### config.mk
export PLATFORM = sky130hd
export DESIGN_NAME = bsd_cf_adder
export DESIGN_NICKNAME = d
export VERILOG_FILES = /design/src/rtl/bsd_pkg.sv /design/src/rtl/bsd_negate.sv /design/src/rtl/bsd_digit_cell.sv /design/src/rtl/bsd_cf_adder.sv
export SDC_FILE = /design/constraint.sdc
export NUM_CORES = 1
export LEC_CHECK = 0
export BUFFER_PORTS_ARGS = -buffer_cell sky130_fd_sc_hd__clkbuf_2
export CORE_MARGIN = 3
export CORE_UTILIZATION = 46
export CTS_BUF_LIST = sky130_fd_sc_hd__clkbuf_8 sky130_fd_sc_hd__clkbuf_16
export DETAILED_ROUTE_END_ITERATION = 10
export GPL_TIMING_DRIVEN = 0
export HOLD_SLACK_MARGIN = 0.05
export PLACE_DENSITY = 0.76
export SLEW_MARGIN = 20
export SYNTH_ARGS = -nofsm -noshare
export SYNTH_HDL_FRONTEND = slang
export SYNTH_HIERARCHICAL = 1
export SYNTH_SLANG_ARGS = --single-unit
### constraint.sdc
create_clock -name clk -period 1.97 [get_ports clk]
set_clock_uncertainty 0.05 [all_clocks]
set_input_delay 0.394 -clock clk [delete_from_list [all_inputs] [get_ports clk]]
set_output_delay 0.394 -clock clk [all_outputs]
set_load 0.1 [all_outputs]
### src/rtl/bsd_pkg.sv
// Shared types for the signed-digit adder.
// A digit is a packed pair: neg in the upper bit, pos in the lower bit.
package bsd_pkg;

    typedef struct packed {
        logic neg;
        logic pos;
    } sdig_t;

    // Integer value of one digit; assumes the pair is never (1,1).
    function automatic int sdig_val(sdig_t d);
        return (d.pos ? 1 : 0) - (d.neg ? 1 : 0);
    endfunction

endpackage

### src/rtl/bsd_negate.sv
// Conditional negation of a signed-digit vector.
// A digit is negated by exchanging its neg and pos flags, so no arithmetic is needed.
// Assumes legal digits at the input; legality is preserved.
module bsd_negate #(
    parameter int NDIG = 8
) (
    input  logic            en_i,
    input  logic [NDIG-1:0] in_neg_i,
    input  logic [NDIG-1:0] in_pos_i,
    output logic [NDIG-1:0] out_neg_o,
    output logic [NDIG-1:0] out_pos_o
);

    // Swap the flag vectors when negation is requested.
    always_comb begin
        out_neg_o = en_i ? in_pos_i : in_neg_i;
        out_pos_o = en_i ? in_neg_i : in_pos_i;
    end

endmodule

### src/rtl/bsd_digit_cell.sv
// One position of the carry-free adder.
// Inputs: operand digits x and y, the transfer and hint from the lower neighbour.
// Outputs: transfer and hint for the upper neighbour, and the sum digit.
// Assumes the incoming pair obeys: transfer +1 -> hint 0, transfer -1 -> hint 1.
// The outgoing transfer never looks at the incoming transfer, so nothing ripples.
module bsd_digit_cell
    import bsd_pkg::*;
(
    input  sdig_t x_i,
    input  sdig_t y_i,
    input  sdig_t t_i,
    input  logic  h_i,
    output sdig_t t_o,
    output logic  h_o,
    output sdig_t s_o
);

    logic x_zero, y_zero;
    logic amb_neg, amb_pos, amb;
    logic lift, drop;

    // Detect the ambiguous operand pairs: one digit zero, the other nonzero.
    always_comb begin
        x_zero  = !x_i.neg && !x_i.pos;
        y_zero  = !y_i.neg && !y_i.pos;
        amb_neg = (x_zero && y_i.neg) || (y_zero && x_i.neg);
        amb_pos = (x_zero && y_i.pos) || (y_zero && x_i.pos);
        amb     = amb_neg || amb_pos;
    end

    // Hint for the neighbour: set when either operand digit is -1.
    always_comb h_o = x_i.neg || y_i.neg;

    // Transfer digit: forced by matching operands, or chosen by the hint when ambiguous.
    always_comb begin
        t_o.neg = (x_i.neg && y_i.neg) || (h_i && amb_neg);
        t_o.pos = (x_i.pos && y_i.pos) || (!h_i && amb_pos);
    end

    // Sum digit: incoming transfer shifted by the ambiguous interim digit (+1 when lift, -1 when drop).
    always_comb begin
        lift    = amb && h_i;
        drop    = amb && !h_i;
        s_o.neg = (t_i.neg && !lift) || (drop && !t_i.pos);
        s_o.pos = (t_i.pos && !drop) || (lift && !t_i.neg);
    end

endmodule

### src/rtl/bsd_cf_adder.sv
// Carry-free adder/subtractor for binary signed-digit numbers.
// Operands are NDIG digits as neg/pos flag vectors; the result has NDIG+1 digits
// and is registered once. The lowest position sees zero transfer and zero hint.
// Assumes operand digits are never (1,1).
module bsd_cf_adder
    import bsd_pkg::*;
#(
    parameter int NDIG = 8
) (
    input  logic            clk,
    input  logic            rst_n,
    input  logic            sub_i,
    input  logic [NDIG-1:0] a_neg_i,
    input  logic [NDIG-1:0] a_pos_i,
    input  logic [NDIG-1:0] b_neg_i,
    input  logic [NDIG-1:0] b_pos_i,
    output logic [NDIG:0]   sum_neg_o,
    output logic [NDIG:0]   sum_pos_o
);

    localparam int NOUT = NDIG + 1;

    logic [NDIG-1:0] yb_neg, yb_pos;
    sdig_t           xd [NDIG];
    sdig_t           yd [NDIG];
    sdig_t           sd [NDIG];
    sdig_t           tr [NOUT];
    logic            hn [NOUT];
    logic [NOUT-1:0] nxt_neg, nxt_pos;

    bsd_negate #(.NDIG(NDIG)) u_neg (
        .en_i      (sub_i),
        .in_neg_i  (b_neg_i),
        .in_pos_i  (b_pos_i),
        .out_neg_o (yb_neg),
        .out_pos_o (yb_pos)
    );

    // Position 0 has no lower neighbour.
    assign tr[0] = '0;
    assign hn[0] = 1'b0;

    for (genvar g = 0; g < NDIG; g++) begin : g_pos
        assign xd[g] = {a_neg_i[g], a_pos_i[g]};
        assign yd[g] = {yb_neg[g], yb_pos[g]};

        bsd_digit_cell u_cell (
            .x_i (xd[g]),
            .y_i (yd[g]),
            .t_i (tr[g]),
            .h_i (hn[g]),
            .t_o (tr[g+1]),
            .h_o (hn[g+1]),
            .s_o (sd[g])
        );


        digit_balance_chk: assert property (@(posedge clk) disable iff (!rst_n)
            sdig_val(xd[g]) + sdig_val(yd[g]) + sdig_val(tr[g])
                == 2 * sdig_val(tr[g+1]) + sdig_val(sd[g]));


        hint_up_chk: assert property (@(posedge clk) disable iff (!rst_n)
            tr[g+1].pos |-> !hn[g+1]);


        hint_down_chk: assert property (@(posedge clk) disable iff (!rst_n)
            tr[g+1].neg |-> hn[g+1]);
    end

    // Gather sum digits and the final transfer into flag vectors.
    always_comb begin
        for (int k = 0; k < NDIG; k++) begin
            nxt_neg[k] = sd[k].neg;
            nxt_pos[k] = sd[k].pos;
        end
        nxt_neg[NDIG] = tr[NDIG].neg;
        nxt_pos[NDIG] = tr[NDIG].pos;
    end

    // Output register with synchronous active-low clear.
    always_ff @(posedge clk) begin
        if (!rst_n) begin
            sum_neg_o <= '0;
            sum_pos_o <= '0;
        end else begin
            sum_neg_o <= nxt_neg;
            sum_pos_o <= nxt_pos;
        end
    end


    legal_result_chk: assert property (@(posedge clk) disable iff (!rst_n)
        $countones(sum_neg_o & sum_pos_o) == 0);

endmodule

==> impl_metrics.ini <==
[critical_path]
criticalPathCategory = in -> reg
endpoint = sum_pos_o[2]$_SDFF_PN0_
cpLargestDelayFamily = simple AND/OR/NAND/NOR gates
critPathCaptureType = flip-flop
critical_path_depth = 9
crit_path_top_delay_cell = mux2_2
cp.required_ns = 2.12
critPathArrivalTime_ns = 2.02
cp_max_fo = 7
slowest_delay_ns = 0.38
path_cells = buf_8 -> mux2_2 -> or2_1 -> nor2b_1 -> o21ai_0 -> nand2_1 -> nor2_1 -> o22a_1 -> and2_2
startpoint = sub_i
cp_num_buf_inv = 1
start_kind = input port

[timing]
max_freq_ghz = 0.535
slew_headroom_pct = 63.8
post-route-period-util_pct = 94.9
tightest_slew_ns = 0.545
rsz0062_at_grt = false
setup_viol = 0
slew_viol_final = 0
finalHoldViolCount = 0
whs_ns = 0.477
fin_crit_ns = 1.87

[global_route]
grt_pass1_vias = 1325
grt_max_degree = 11
gr-usage-all-layers_pct = 15.6
grt-ovfl-total = 0
grt_antenna_before_repair = 0
grt_first_pass_wirelength_um = 5480

[floorplanning]
coreArea_um2 = 3420
dieArea_um2 = 4390
die_w_um = 66.2
ios = 53
die_h_um = 66.2
rows = 21
initial_utilization_pct = 48.9

[finish]
drive_gt1_share_pct = 51.4
syn_to_final_growth_pct = 24.8
fin_nets = 291
antenna_cells = 0

[cts]
clock_sinks = 18
numCtsBuffers = 3
hold_buffers = 0
clockRootBuffer = clkbuf_8
clkTransAtPathRegs_ns = 0.07
clock_path_buffers = 2
cts_tree = yes
cts_htree_levels = 1
post_cts_resized = 0
post-cts-setup-buffers = 0

[yosys]
netlist_area_um2 = 1670
ys_warn_count = 6
syn_area_per_cell_um2 = 8.74
netlist_instances = 191

[drt]
routedWlPerCell_um = 10.4
drt_drc_violations_left = 0
first_pass_iters = 4
wl_um = 3140
drt_iter0_drc = 40
vias = 1444
final_antenna_net_count = 0
viasPerCell = 4.80

[power_and_ir_drop]
power_mw = 1.46
powerDensity_nw_per_um2 = 700
irDropWorstVdd_mv = 0.304
power_leakage_nw = 0.978

[worst_hold_path]
min_from = rst_n
hold_class = in -> reg

[placement]
gp_congestion = 0.761
dp_hpwl_um = 2640
io_buffer_count = 51

[run_status]
status = finished clean

[job]
drv_cap = 0
[area by class of cell]
cell class,count,area [um2]
fillers,337,1330
multi-input cells,171,1280
plain buffers,3,46.3
inverters,8,30.0
flip-flops and latches,18,360
well taps,46,57.6
repair buffers,51,255
clock buffers,4,55.1
[per-stage QoR]
step           instance area [um2]  setup TNS, ns  utilization (%)  std cells  setup WS, ns
6_report                      2080              0             61.0        301         0.100
3_3_place_gp                  2030          -1.17             59.4        297        -0.118
4_1_cts                       2080              0             61.0        301        0.0999
3_5_place_dp                  2030          -1.34             59.4        297        -0.140
2_1_floorplan                 1720        -0.0226                -        200       -0.0226
5_1_grt                       2080              0             61.0        301        0.0149
[sequential cells by signal, indices dropped and copies added (netlist names)]
name,cells
sum_neg_o,9
sum_pos_o,9
[worst min-delay path by stage]
stage | end | slack [ns] | depth (start not counted)
after floorplan | sum_neg_o[6]$_SDFF_PN0_ | 0.48 | 1
after global placement | sum_pos_o[8]$_SDFF_PN0_ | 0.74 | 4
after detailed placement | sum_pos_o[8]$_SDFF_PN0_ | 0.75 | 4
after CTS | sum_pos_o[8]$_SDFF_PN0_ | 0.49 | 4
after global routing | sum_neg_o[7]$_SDFF_PN0_ | 0.50 | 2
final | sum_neg_o[7]$_SDFF_PN0_ | 0.48 | 2
[cell usage in the layout, fill, tap and decap left out, types with 10 or more instances in the layout]
| cell | instances |
|---|---|
| dfxtp_1 | 18 |
| nor2_1 | 16 |
| nor2_2 | 24 |
| conb_1 | 10 |
| and2_2 | 13 |
| o21ai_0 | 18 |
| mux2_4 | 10 |
| clkbuf_2 | 51 |
[layer usage]
| layer | up-vias | routed length [um] | GRT usage [%] |
|---|---|---|---|
| met5 | - | 0 | 0 |
| met2 | 23 | 1700 | 29.2 |
| li1 | 769 | - | - |
| met4 | 0 | 8 | 3.05 |
| met3 | 2 | 145 | 3.40 |
| met1 | 650 | 1280 | 17.9 |
[power by group]
group	internal [mW]	switching, mW
clock network	0.177	0.119
registers	0.402	0.0106
logic	0.256	0.492
Note: power is estimated with default switching activity, not from simulation.
